===== config.mk =====
export PLATFORM = sky130hd
export DESIGN_NAME = erased_page_detector
export DESIGN_NICKNAME = d
export VERILOG_FILES = /design/src/rtl/epd_pkg.sv /design/src/rtl/epd_byte_zeros.sv /design/src/rtl/epd_sat_counter.sv /design/src/rtl/epd_verdict.sv /design/src/rtl/erased_page_detector.sv
export SDC_FILE = /design/constraint.sdc
export NUM_CORES = 1
export LEC_CHECK = 0
export ABC_AREA = 0
export BUFFER_PORTS_ARGS = -buffer_cell sky130_fd_sc_hd__buf_2
export CORE_MARGIN = 5
export CORE_UTILIZATION = 35
export DETAILED_ROUTE_END_ITERATION = 8
export PLACE_DENSITY_LB_ADDON = 0.2
export SETUP_SLACK_MARGIN = 0.4
export SLEW_MARGIN = 25
export SYNTH_ARGS = -nofsm -noshare
export SYNTH_HDL_FRONTEND = slang
export SYNTH_HIERARCHICAL = 1
export SYNTH_SLANG_ARGS = --single-unit
export TNS_END_PERCENT = 100

===== constraint.sdc =====
create_clock -name clk -period 4.1 [get_ports clk]
set_clock_uncertainty 0.2 [all_clocks]
set_input_delay 0.615 -clock clk [delete_from_list [all_inputs] [get_ports clk]]
set_output_delay 0.615 -clock clk [all_outputs]
set_load 0.05 [all_outputs]

===== src/rtl/epd_pkg.sv =====
package epd_pkg;

  // Saturating accumulate: once acc + inc passes sat, the result stays at sat.
  function automatic int unsigned sat_step(int unsigned acc, int unsigned inc,
                                           int unsigned sat);
    int unsigned s;
    s = acc + inc;
    return (s > sat) ? sat : s;
  endfunction

  // Erased-page decision: the combined zero count must not exceed the limit.
  function automatic bit within_limit(int unsigned a, int unsigned b,
                                      int unsigned lim);
    return (a + b) <= lim;
  endfunction

  // Population count of a vector of up to 64 bits.
  function automatic int unsigned ones_in(logic [63:0] v);
    int unsigned n;
    n = 0;
    for (int i = 0; i < 64; i++) n += int'(v[i]);
    return n;
  endfunction

endpackage


===== src/rtl/epd_byte_zeros.sv =====
module epd_byte_zeros #(
  parameter int BYTE_W = 8,
  parameter int ZW     = $clog2(BYTE_W + 1)
) (
  input  logic [BYTE_W-1:0] byte_i,
  output logic [ZW-1:0]     zeros_o
);
  import epd_pkg::*;

  logic [63:0] inv_w;

  generate
    for (genvar g = 0; g < 64; g++) begin : g_inv
      if (g < BYTE_W) begin : g_live
        assign inv_w[g] = ~byte_i[g];
      end else begin : g_pad
        assign inv_w[g] = 1'b0;
      end
    end
  endgenerate

  assign zeros_o = ZW'(ones_in(inv_w));

endmodule


===== src/rtl/epd_sat_counter.sv =====
module epd_sat_counter #(
  parameter int INC_W = 4,
  parameter int SAT   = 9,
  parameter int CNT_W = $clog2(SAT + 1)
) (
  input  logic             clk,
  input  logic             rst_n,
  input  logic             clr_i,
  input  logic             valid_i,
  input  logic             last_i,
  input  logic [INC_W-1:0] inc_i,
  output logic [CNT_W-1:0] cnt_o,
  output logic [CNT_W-1:0] next_o,
  output logic             fire_o
);
  import epd_pkg::*;

  logic             open_q;
  logic [CNT_W-1:0] cnt_q;
  logic             full_w;
  logic             accept_w;
  logic [CNT_W-1:0] cnt_d;

  assign full_w   = (cnt_q == CNT_W'(SAT));
  assign accept_w = valid_i & open_q & ~clr_i;
  assign cnt_d    = (accept_w && !full_w)
                    ? CNT_W'(sat_step(32'(cnt_q), 32'(inc_i), SAT))
                    : cnt_q;

  always_ff @(posedge clk or negedge rst_n) begin
    if (!rst_n) begin
      cnt_q  <= '0;
      open_q <= 1'b1;
    end else if (clr_i) begin
      cnt_q  <= '0;
      open_q <= 1'b1;
    end else begin
      cnt_q <= cnt_d;
      if (accept_w && last_i) open_q <= 1'b0;
    end
  end

  assign cnt_o  = cnt_q;
  assign next_o = cnt_d;
  assign fire_o = accept_w & last_i;

  // start empties the counter
  a_r7_counter_clear: assert property (@(posedge clk) disable iff (!rst_n)
    clr_i |=> (cnt_q == '0));

  // a closed region ignores further bytes
  a_r8_closed_hold: assert property (@(posedge clk) disable iff (!rst_n)
    (!open_q && !clr_i) |=> $stable(cnt_q));

  // saturation is sticky until cleared
  a_r5_sat_hold: assert property (@(posedge clk) disable iff (!rst_n)
    (full_w && !clr_i) |=> (cnt_q == CNT_W'(SAT)));

endmodule


===== src/rtl/epd_verdict.sv =====
module epd_verdict #(
  parameter int LIMIT = 8,
  parameter int CNT_W = 4
) (
  input  logic             clk,
  input  logic             rst_n,
  input  logic             clr_i,
  input  logic             fire_i,
  input  logic [CNT_W-1:0] dnext_i,
  input  logic [CNT_W-1:0] cnext_i,
  output logic             done_o,
  output logic             erased_o,
  output logic             fail_o,
  output logic             fill_o,
  output logic [CNT_W-1:0] dcount_o
);
  import epd_pkg::*;

  logic ok_w;
  assign ok_w = within_limit(32'(dnext_i), 32'(cnext_i), LIMIT);

  always_ff @(posedge clk or negedge rst_n) begin
    if (!rst_n) begin
      done_o   <= 1'b0;
      erased_o <= 1'b0;
      fail_o   <= 1'b0;
      fill_o   <= 1'b0;
      dcount_o <= '0;
    end else if (clr_i) begin
      done_o   <= 1'b0;
      erased_o <= 1'b0;
      fail_o   <= 1'b0;
      fill_o   <= 1'b0;
      dcount_o <= '0;
    end else if (fire_i) begin
      done_o   <= 1'b1;
      erased_o <= ok_w;
      fail_o   <= ~ok_w;
      fill_o   <= ok_w && (dnext_i != '0);
      dcount_o <= dnext_i;
    end else begin
      done_o   <= 1'b0;
    end
  end

  // the verdict follows the accepted last check byte by one cycle
  a_r6_done_follows: assert property (@(posedge clk) disable iff (!rst_n)
    (fire_i && !clr_i) |=> done_o);

  // done is a single-cycle pulse
  a_r6_done_single: assert property (@(posedge clk) disable iff (!rst_n)
    done_o |=> !done_o);

  // start clears all result flags
  a_r7_flags_clear: assert property (@(posedge clk) disable iff (!rst_n)
    clr_i |=> !(done_o || erased_o || fail_o || fill_o));

  // results stay put between verdicts
  a_r6_hold: assert property (@(posedge clk) disable iff (!rst_n)
    (!clr_i && !fire_i) |=> ($stable(erased_o) && $stable(fail_o) && $stable(dcount_o)));

endmodule


===== src/rtl/erased_page_detector.sv =====
module erased_page_detector #(
  parameter int BYTE_W = 8,
  parameter int LIMIT  = 8
) (
  input  logic              clk,
  input  logic              rst_n,
  input  logic              start_i,
  input  logic              dat_valid_i,
  input  logic              dat_last_i,
  input  logic              chk_valid_i,
  input  logic              chk_last_i,
  input  logic [BYTE_W-1:0] byte_i,
  output logic              done_o,
  output logic [$clog2(LIMIT+2)-1:0] data_zeros_o,
  output logic              erased_o,
  output logic              fill_req_o,
  output logic              fail_o
);
  localparam int SAT   = LIMIT + 1;
  localparam int CNT_W = $clog2(SAT + 1);
  localparam int ZW    = $clog2(BYTE_W + 1);

  logic [ZW-1:0]    byte_zeros_w;
  logic [CNT_W-1:0] dat_cnt_w, dat_next_w, chk_cnt_w, chk_next_w;
  logic             dat_fire_w, chk_fire_w;

  epd_byte_zeros #(.BYTE_W(BYTE_W), .ZW(ZW)) u_zeros (
    .byte_i (byte_i),
    .zeros_o(byte_zeros_w)
  );

  epd_sat_counter #(.INC_W(ZW), .SAT(SAT), .CNT_W(CNT_W)) u_dat_cnt (
    .clk    (clk),
    .rst_n  (rst_n),
    .clr_i  (start_i),
    .valid_i(dat_valid_i),
    .last_i (dat_last_i),
    .inc_i  (byte_zeros_w),
    .cnt_o  (dat_cnt_w),
    .next_o (dat_next_w),
    .fire_o (dat_fire_w)
  );

  epd_sat_counter #(.INC_W(ZW), .SAT(SAT), .CNT_W(CNT_W)) u_chk_cnt (
    .clk    (clk),
    .rst_n  (rst_n),
    .clr_i  (start_i),
    .valid_i(chk_valid_i),
    .last_i (chk_last_i),
    .inc_i  (byte_zeros_w),
    .cnt_o  (chk_cnt_w),
    .next_o (chk_next_w),
    .fire_o (chk_fire_w)
  );

  epd_verdict #(.LIMIT(LIMIT), .CNT_W(CNT_W)) u_verdict (
    .clk     (clk),
    .rst_n   (rst_n),
    .clr_i   (start_i),
    .fire_i  (chk_fire_w),
    .dnext_i (dat_next_w),
    .cnext_i (chk_next_w),
    .done_o  (done_o),
    .erased_o(erased_o),
    .fail_o  (fail_o),
    .fill_o  (fill_req_o),
    .dcount_o(data_zeros_o)
  );

  // the data region closes after its last byte, so it cannot fire twice in a row
  a_r8_data_once: assert property (@(posedge clk) disable iff (!rst_n)
    dat_fire_w |=> !dat_fire_w);

  // neither live counter ever passes the saturation value
  a_r5_bounded: assert property (@(posedge clk) disable iff (!rst_n)
    (dat_cnt_w <= CNT_W'(SAT)) && (chk_cnt_w <= CNT_W'(SAT)));

  // a fill request is only raised together with the erased verdict
  a_r4_fill_with_done: assert property (@(posedge clk) disable iff (!rst_n)
    $rose(fill_req_o) |-> (done_o && erased_o));

endmodule


==> flow_summary.toml, run 1 <==
[critical_path]
rr_startpoint = "u_dat_cnt/cnt_o[0]$_DFF_PN0_"
crit_slowest_cell = "fa_1"
cp_data_arrival_time_ns = 5.50
required_ns = 4.10
critPathLaunchType = "input port"
cp_cell_sequence = "buf_6, fa_1, inv_1, fa_1, fa_1, ha_2, inv_2, fa_2, xnor2_4, ha_4, buf_4, a21oi_4, xor2_2, o22ai_2, ha_2, fa_2, xor2_2, or3_4, a31oi_4, a41o_2"
rrSetupSlack_ns = 0.74
worstSetupEndpointType = "flip-flop"
cp_slowest_stage_delay_ns = 0.53
path_max_fanout = 3
path_class = "in2reg"
reg2reg_to = "u_verdict/fill_o$_DFFE_PN0P_"
endpoint = "u_verdict/fill_o$_DFFE_PN0P_"
r2r_cells = 11
cp-startpoint = "byte_i[0]"
crit_top_cell = "fa_1"

[yosys]
ys_seq_area_frac = 0.2965
yosysWarnings = 6
ys_ff_latch = 18
synthDistinctLibCells = 40
synth.area.top_cells = "dfrtp_1 26%, ha_1 12%, fa_1 9.2%, inv_1 4.9%, nor2_1 4.4%"
syn_area_mm2 = 0.001528
synth_area_leader_cell = "dfrtp_1"
syn_inst = 162
yosysTopAreaCellShare = 0.2621
synth_area_per_cell_um2 = 9.430
synth_nets = 199

[final_layout]
drive_gt1_frac = 0.5450
multi_input_area_mm2 = 0.001343
syn2layout_area_growth_pct = 59.21
nFillCells = 375
diodes = 0
register_area_um2 = 452.9
stdcell_area_mm2 = 0.002432
final_nets = 260
final_cells = 274
final_util = 0.5664

[placed_design]
port-buffer-count = 22
dpl_worst_slack_ns = -1.822
gp_congestion = 0.8397
postPlaceCellArea_mm2 = 0.001922
dp.cells = 255
dp_hpwl_mm = 3.068

[die]
start_util = 0.3558
die_area_mm2 = 0.005786
ios = 23
core-area_mm2 = 0.004294
fp.dieW_um = 76.07
fp.dieH_um = 76.07
num_rows = 24

[global_routing]
grt_max_degree = 19
track_usage = 0.1544
antenna_found_initial = 0
grt_pass1_vias = 1665
grt_pass1_wl_mm = 7.465
grt_overflow_total = 0

[clocking]
path_clk_slew_ns = 0.07
htreeDepth = 1
cts-root-buf = "clkbuf_8"
clk_path_buf_depth = 2
cts.sinks = 18
clock_latency_ns = 0.26
cts_tree = "yes"
cts_hold_buffers = 0
cts_buffers = 3

[sta]
hold_viol = 0
relSlewSlack = 0.6358
rsz0062_at_grt = "yes"
setup_viol = 15
clock.fmax_mhz = 181.9
period_needed_ns = 5.497
setup_slack_ns = -1.397
finalMaxSlewViolations = 0
worstMarginPinSlew_ns = 0.5443
period_share = 1.341

[routing]
wl_per_cell_um = 16.51
dr.first_iter.drc_count = 31
drt_pass1_iterations = 4
wl_mm = 4.524
vias = 1444
viasPerCell = 5.270
drc = 0
ant_nets = 0

[status]
violations = "setup timing"
status = "complete, but fails checks"

[pwr]
ir_worst_vdd_uv = 498.1
power.leakage_nw = 1.120
cellPowerDensity_mw_per_mm2 = 726.6
total_power_mw = 1.767

[job]
drv_cap = 0

[hold_path]
hold_class = "in2async"
cell type report:
type,instances,area share
multi-input combinational,120,0.5520
tap,52,0.02675
inverter,20,0.03189
clock buffer,4,0.02263
timing repair buffer,60,0.1806
sequential,18,0.1862
per-stage QoR:
stage | hold slack, ns | TNS, ns
2_1_floorplan | 0.1194 | -5.985
3_3_place_gp | 0.2949 | -11.00
3_5_place_dp | 0.2983 | -12.44
4_1_cts | 0.09948 | -7.650
5_1_grt | 0.1133 | -9.633
6_report | 0.08876 | -8.096
where the power goes:
part | internal (mW) | switching, mW | total, mW
logic | 0.722 | 0.643 | 1.37
registers | 0.214 | 0.0392 | 0.254
clock network | 0.0854 | 0.0629 | 0.148
what timing repair did:
action	CTS	global route
buffers inserted	11	4
pin swaps	23	13
endpoints found under the setup margin	15	15
resized for setup	41	15
hold endpoints to repair	0	0
state kept, by name, indices dropped and copies added (netlist names):
signal,count
u_dat_cnt/cnt_o,4
u_verdict/fail_o,1
u_verdict/fill_o,1
u_verdict/dcount_o,4
u_chk_cnt/open_q,1
u_dat_cnt/open_q,1
u_chk_cnt/cnt_o,4
u_verdict/done_o,1
u_verdict/erased_o,1
synth_stat cells:
cell type  number
a211oi_1        2
a21o_1          4
a21oi_1         7
a22o_1          1
a311oi_1        1
a31oi_1         1
a41o_2          1
a41oi_1         1
and2_1          2
and2b_1         1
and3b_1         1
and4bb_1        2
buf_2           1
buf_6           1
clkbuf_1        2
dfrtp_1        16
dfstp_2         2
fa_1            7
ha_1           15
inv_1          20
mux2i_1         4
nand2_1         4
nand2b_1        1
nand3_1         2
nand3b_1        2
nor2_1         18
nor2b_1         5
nor3_1          3
nor3b_1         1
nor4_1          1
o21a_1          2
o22a_1          1
o22ai_1         6
o32ai_1         6
or2_0           1
or2_2           1
or3_1           6
or4_4           2
xnor2_1         3
xor2_1          5
cell families (layout without fill, tap and decap cells):
kind of cell	Yosys count	in the layout	synth area share
AOI/OAI and AO/OA	33	33	0.1556
xor gates and xnor gates	8	8	0.04587
adders and majority gates	22	22	0.2146
buffers and inverters	24	84	0.06470
DFF	18	18	0.2965
muxes	4	4	0.02621
and+or+nand+nor	53	53	0.1966
cells in the final DEF (no fill, tap or decap), types with 3 or more instances in the layout:
cell type / n
a21oi_4: 3
inv_1: 17
nor2_1: 18
o22ai_2: 4
buf_2: 21
a21o_1: 4
dfrtp_1: 16
mux2i_1: 4
o32ai_2: 5
ha_4: 5
buf_6: 11
or3_4: 6
a21oi_1: 3
nand2_1: 4
fa_1: 3
buf_4: 28
xor2_2: 4
clkbuf_8: 4
fa_2: 4
nor2b_1: 4
ha_1: 8
worst min path at each step:
stage | from | endpoint | slack, ns | cells past startpoint
3_3_place_gp | u_dat_cnt/open_q$_DFFE_PN1P_ | u_dat_cnt/open_q$_DFFE_PN1P_ | 0.29 | 2
4_1_cts | rst_n | u_verdict/dcount_o[0]$_DFFE_PN0P_ | 0.1 | 1
6_report | rst_n | u_chk_cnt/cnt_o[1]$_DFF_PN0_ | 0.09 | 1
3_5_place_dp | u_dat_cnt/open_q$_DFFE_PN1P_ | u_dat_cnt/open_q$_DFFE_PN1P_ | 0.30 | 2
5_1_grt | rst_n | u_chk_cnt/cnt_o[2]$_DFF_PN0_ | 0.11 | 1
2_1_floorplan | rst_n | u_chk_cnt/cnt_o[0]$_DFF_PN0_ | 0.12 | 0
worst max-delay path, delay by kind of cell:
family          cells  cell delay [ns]
compound gates      4             0.69
xor+xnor            3             0.60
buf+inv             4             0.33
simple gates        1             0.35
fa+ha+maj           8             2.89
routing by layer:
layer / vias to the layer above / wire (um) / part of all wire / track usage
li1: 692 / - / - / -
met1: 713 / 1794 / 0.40 / 0.1742
met2: 29 / 2464 / 0.54 / 0.2765
met3: 10 / 151 / 0.033 / 0.02600
met4: 0 / 114 / 0.025 / 0.07692
met5: - / 0 / 0 / 0
Note: power is estimated with default switching activity, not from simulation.
==> run 2: changes to the inputs <==
- CTS_CLUSTER_SIZE: unset -> 8
- SETUP_SLACK_MARGIN: 0.4 -> unset
==> run 2 against run 1 <==
  * The flow still finishes with violations (setup timing)
  * Maximum frequency down 0.42%
  * Hold slack worse by 0.0026 ns
  * Critical path depth down 1
  * Worst setup slack worse by 0.023 ns
  * Sequential power about the same
  * Total power about the same
  * Combinational power about the same
==> flow_summary.toml, run 2 (same netlist as run 1, synthesis figures left out) <==
[status]
status = "complete, but fails checks"
violations = "setup timing"

[pwr]
switching_share = 0.4260
power.leakage_nw = 1.104
pwr-share-seq = 0.143
clkPwrFrac = 0.084
ir_worst_vdd_uv = 472.4
comb_power_share = 0.773
total_power_mw = 1.766
power_switching_mw = 0.7522
cellPowerDensity_mw_per_mm2 = 726.0
internal_power_mw = 1.014

[routing]
vias = 1441
drt_pass1_iterations = 4
ant_nets = 0
wl_mm = 4.532
drc = 0
wl_per_cell_um = 16.72
dr.first_iter.drc_count = 39
viasPerCell = 5.317

[clocking]
htreeDepth = 1
path_clk_slew_ns = 0.07
cts_buffers = 3
clk_path_buf_depth = 2
cts_tree = "yes"
cts-root-buf = "clkbuf_8"
clock_latency_ns = 0.26
cts.sinks = 18
cts_hold_buffers = 0

[sta]
clock.fmax_mhz = 181.1
worstMarginPinSlew_ns = 0.6974
finalMaxSlewViolations = 0
rsz0062_at_grt = "yes"
tns_ns = -7.650
hold_viol = 0
setup_slack_ns = -1.421
holdWs_ns = 0.08616
period_share = 1.347
setup_viol = 15
period_needed_ns = 5.521
relSlewSlack = 0.5333

[die]
fp.dieW_um = 76.07
core-area_mm2 = 0.004294
die_area_mm2 = 0.005786
num_rows = 24
fp.dieH_um = 76.07
start_util = 0.3558
ios = 23

[placed_design]
port-buffer-count = 22
gp_congestion = 0.8397
dpl_worst_slack_ns = -1.822
postPlaceCellArea_mm2 = 0.001922
dp.cells = 255
dp_hpwl_mm = 3.068

[final_layout]
final_util = 0.5664
nFillCells = 375
final_cells = 271
layout_commonest_cell = "buf_4"
stdcell_area_mm2 = 0.002432
diodes = 0
drive_gt1_frac = 0.5479
final_nets = 257
syn2layout_area_growth_pct = 59.21
layout_common_cells = "26 x buf_4, 21 x buf_2, 17 x nor2_1"

[critical_path]
path_class = "in2reg"
worstSetupEndpointType = "flip-flop"
r2r_cells = 11
reg2reg_to = "u_verdict/fill_o$_DFFE_PN0P_"
rr_startpoint = "u_dat_cnt/cnt_o[0]$_DFF_PN0_"
cp_data_arrival_time_ns = 5.52
path_max_fanout = 3
cp_slowest_stage_delay_ns = 0.55
critPathLaunchType = "input port"
crit_slowest_cell = "fa_1"
rrSetupSlack_ns = 0.75
crit_top_cell = "fa_1"
cp_cell_sequence = "buf_6, fa_1, inv_2, fa_1, fa_1, ha_2, inv_2, fa_2, xnor2_4, buf_6, ha_4, nor2b_1, o21a_1, or3_4, o22ai_4, fa_2, or3_4, a31oi_4, a41o_2"
required_ns = 4.10

[global_routing]
grt_overflow_total = 0
grt_util_met2 = 0.2671
antenna_found_initial = 0
top_usage_layer = "met2"
met3_usage = 0.02128
track_usage = 0.1487
grt_pass1_vias = 1591
grt_pass1_wl_mm = 7.238
grt_max_degree = 19
use_met1 = 0.1764

[job]
drv_cap = 0

[hold_path]
hold_class = "in2async"
==> run 2: cell count changes in the layout (fill, tap and decap cells not counted), sizes merged <==
| cell | delta |
|---|---|
| buf | -3 |
==> run 2: how the worst max path moves through the flow <==
stage	startpoint	endpoint	slack, ns	cells after the start
after detailed placement	byte_i[0]	u_verdict/fail_o$_DFFE_PN0P_	-1.82	20
after CTS	byte_i[0]	u_verdict/fill_o$_DFFE_PN0P_	-1.37	19
after global placement	byte_i[0]	u_verdict/fill_o$_DFFE_PN0P_	-1.73	19
after global routing	byte_i[0]	u_verdict/fill_o$_DFFE_PN0P_	-1.56	19
final	byte_i[0]	u_verdict/fill_o$_DFFE_PN0P_	-1.42	19
after floorplan	byte_i[0]	u_verdict/fill_o$_DFFE_PN0P_	-1.42	17
==> run 2: final cells by class <==
cell class | instances | area, um^2 | area share
multi-input cells | 120 | 1369 | 0.5628
flip-flops and latches | 18 | 452.9 | 0.1862
repair buffers | 57 | 412.9 | 0.1698
inverters | 20 | 77.57 | 0.03189
well taps | 52 | 65.06 | 0.02675
clock buffers | 4 | 55.05 | 0.02263
==> run 2: per-layer routing <==
metal | routed length, um | up-vias
met3 | 149 | 13
li1 | - | 680
met5 | 0 | -
met2 | 2448 | 33
met1 | 1818 | 715
met4 | 116 | 0
==> run 2: timing repair <==
action / in CTS / in global routing
hold endpoints to repair: 0 / 0
setup endpoints to repair: 15 / 15
setup buffers: 13 / 6
resized for setup: 38 / 22
pin swaps: 22 / 10
==> run 2: critical path: cells and delay by family <==
kind / cells / cell delay (ns)
compound gates: 4 / 0.71
xor+xnor: 1 / 0.21
fa+ha+maj: 7 / 2.74
buf+inv: 4 / 0.30
simple gates: 3 / 0.93
==> run 2: power by group through the flow <==
| stage | Sequential [mW] | Clock (mW) | Combinational (mW) |
|---|---|---|---|
| 3_5_place_dp | 0.247 | 0 | 0.861 |
| 2_1_floorplan | 0.264 | 0 | 0.550 |
| 4_1_cts | 0.253 | 0.154 | 1.16 |
| 3_3_place_gp | 0.246 | 0 | 0.848 |
| 6_report | 0.253 | 0.148 | 1.36 |
| 5_1_grt | 0.258 | 0.162 | 1.47 |
==> run 3: changes to the inputs <==
- BUFFER_PORTS_ARGS: -buffer_cell sky130_fd_sc_hd__buf_2 -> -buffer_cell sky130_fd_sc_hd__clkbuf_2
- CORE_ASPECT_RATIO: unset -> 1.25
==> run 3 against run 2 <==
  * Total power is 1.5% higher
  * The run still ends with setup timing left
  * Global-route usage is 1.1 points higher
  * Clock power hardly changed
  * Final cell count is 3.3% higher
==> flow_summary.toml, run 3 (same netlist as run 1, synthesis figures left out) <==
[routing]
drc = 0
vias = 1450
ant_nets = 0
viasPerCell = 5.179
dr.first_iter.drc_count = 39
drt_pass1_iterations = 4
wl_mm = 4.386
wl_per_cell_um = 15.66

[final_layout]
final_nets = 262
layout_common_cells = "26 x buf_4, 21 x clkbuf_2, 18 x nor2_1"
syn2layout_area_growth_pct = 62.16
nFillCells = 383
diodes = 0
layout_commonest_cell = "buf_4"
drive_gt1_frac = 0.5313

[placed_design]
gp_congestion = 0.9424
port-buffer-count = 22
dp_hpwl_mm = 3.058
dpl_worst_slack_ns = -1.794

[hold_path]
hold_class = "in2async"

[critical_path]
required_ns = 4.10
cp_data_arrival_time_ns = 5.56
critPathLaunchType = "input port"
worstSetupEndpointType = "flip-flop"
path_max_fanout = 4
path_class = "in2reg"

[clocking]
clk_path_buf_depth = 2
path_clk_slew_ns = 0.07
htreeDepth = 1
clock_latency_ns = 0.26
cts_buffers = 3
cts-root-buf = "clkbuf_8"
cts.sinks = 18
cts_tree = "yes"

[pwr]
power.leakage_nw = 1.132
ir_worst_vdd_uv = 407.1
total_power_mw = 1.793
cellPowerDensity_mw_per_mm2 = 723.7

[die]
fp.dieH_um = 83.87
start_util = 0.3669
fp.dieW_um = 69.09
ios = 23
die_area_mm2 = 0.005794
core-area_mm2 = 0.004164
num_rows = 26

[global_routing]
antenna_found_initial = 0
grt_max_degree = 19
track_usage = 0.1594
grt_overflow_total = 0
grt_pass1_wl_mm = 7.548
grt_pass1_vias = 1651

[sta]
relSlewSlack = 0.6871
setup_viol = 15
rsz0062_at_grt = "yes"
setup_slack_ns = -1.459
finalMaxSlewViolations = 0
hold_viol = 0
period_needed_ns = 5.559
clock.fmax_mhz = 179.9
worstMarginPinSlew_ns = 0.4694
period_share = 1.356

[job]
drv_cap = 0

[status]
status = "complete, but fails checks"
violations = "setup timing"
==> run 3: changes by cell type in the layout (fill, tap and decap cells not counted), sizes merged <==
cell    change
buf        -16
clkbuf     +21
==> run 3: final cells by class <==
type                    count  area (um^2)  share of cell area
inverters                  20        77.57             0.03131
clock buffers               4        55.05             0.02222
flip-flops and latches     18        452.9              0.1828
well taps                  56        70.07             0.02828
multi-input cells         120         1353              0.5460
repair buffers             62        469.2              0.1894
==> run 3: stage by stage <==
step                        util  instance area (um^2)  cells  hold slack [ns]  setup TNS [ns]
after CTS                 0.5625                  2342    274           0.1121          -7.298
final                     0.5950                  2477    280          0.09478          -7.646
after floorplan                -                  1598    162           0.1194          -5.985
after detailed placement  0.4681                  1949    262           0.3061          -12.00
after global placement    0.4681                  1949    262           0.2952          -10.72
after global routing      0.5950                  2477    280           0.1273          -9.308
==> run 3: final timing paths <==
| path | from | endpoint | slack, ns | cells after the start |
|---|---|---|---|---|
| worst min-delay path | rst_n | u_dat_cnt/cnt_o[0]$_DFF_PN0_ | 0.09 | 1 |
| worst min register to register | u_dat_cnt/open_q$_DFFE_PN1P_ | u_dat_cnt/open_q$_DFFE_PN1P_ | 0.32 | 2 |
| max in group asynchronous | rst_n | u_chk_cnt/open_q$_DFFE_PN1P_ | 3.25 | 1 |
| min in group clk | u_dat_cnt/open_q$_DFFE_PN1P_ | u_dat_cnt/open_q$_DFFE_PN1P_ | 0.32 | 2 |
| worst max register to register | u_dat_cnt/cnt_o[0]$_DFF_PN0_ | u_verdict/fill_o$_DFFE_PN0P_ | 0.66 | 11 |
| worst max-delay path | byte_i[0] | u_verdict/fill_o$_DFFE_PN0P_ | -1.46 | 19 |
==> run 3: worst max-delay path: stages <==
cell and delay, ns:
buf_6 0.09, fa_1 0.54, inv_2 0.04, fa_1 0.53
fa_1 0.42, ha_2 0.20, inv_2 0.05, fa_2 0.44
inv_4 0.12, inv_2 0.04, fa_2 0.37, xor2_1 0.17
a21o_1 0.21, o22ai_2 0.22, ha_2 0.24, fa_2 0.46
or3_4 0.41, a31oi_4 0.18, a41o_2 0.21
==> run 3: repair_timing <==
action	CTS	global route
hold buffers	0	0
pin swaps	23	9
setup endpoints to repair	15	15
buffers inserted	11	6
hold endpoints to repair	0	0
resized for setup	44	16
==> run 3: power breakdown <==
part	internal [mW]	switching [mW]	total [mW]
clock	0.0854	0.0629	0.148
sequential	0.214	0.0393	0.254
combinational	0.737	0.654	1.39
total	1.04	0.756	1.79
==> run 3: per-layer routing <==
layer  up-vias  global-route usage  wire (um)
li1        699                   -          -
met1       714              0.1839       1783
met2        30              0.3012       2404
met3         7             0.01446        122
met4         0             0.05506         76
met5         -                   0          0
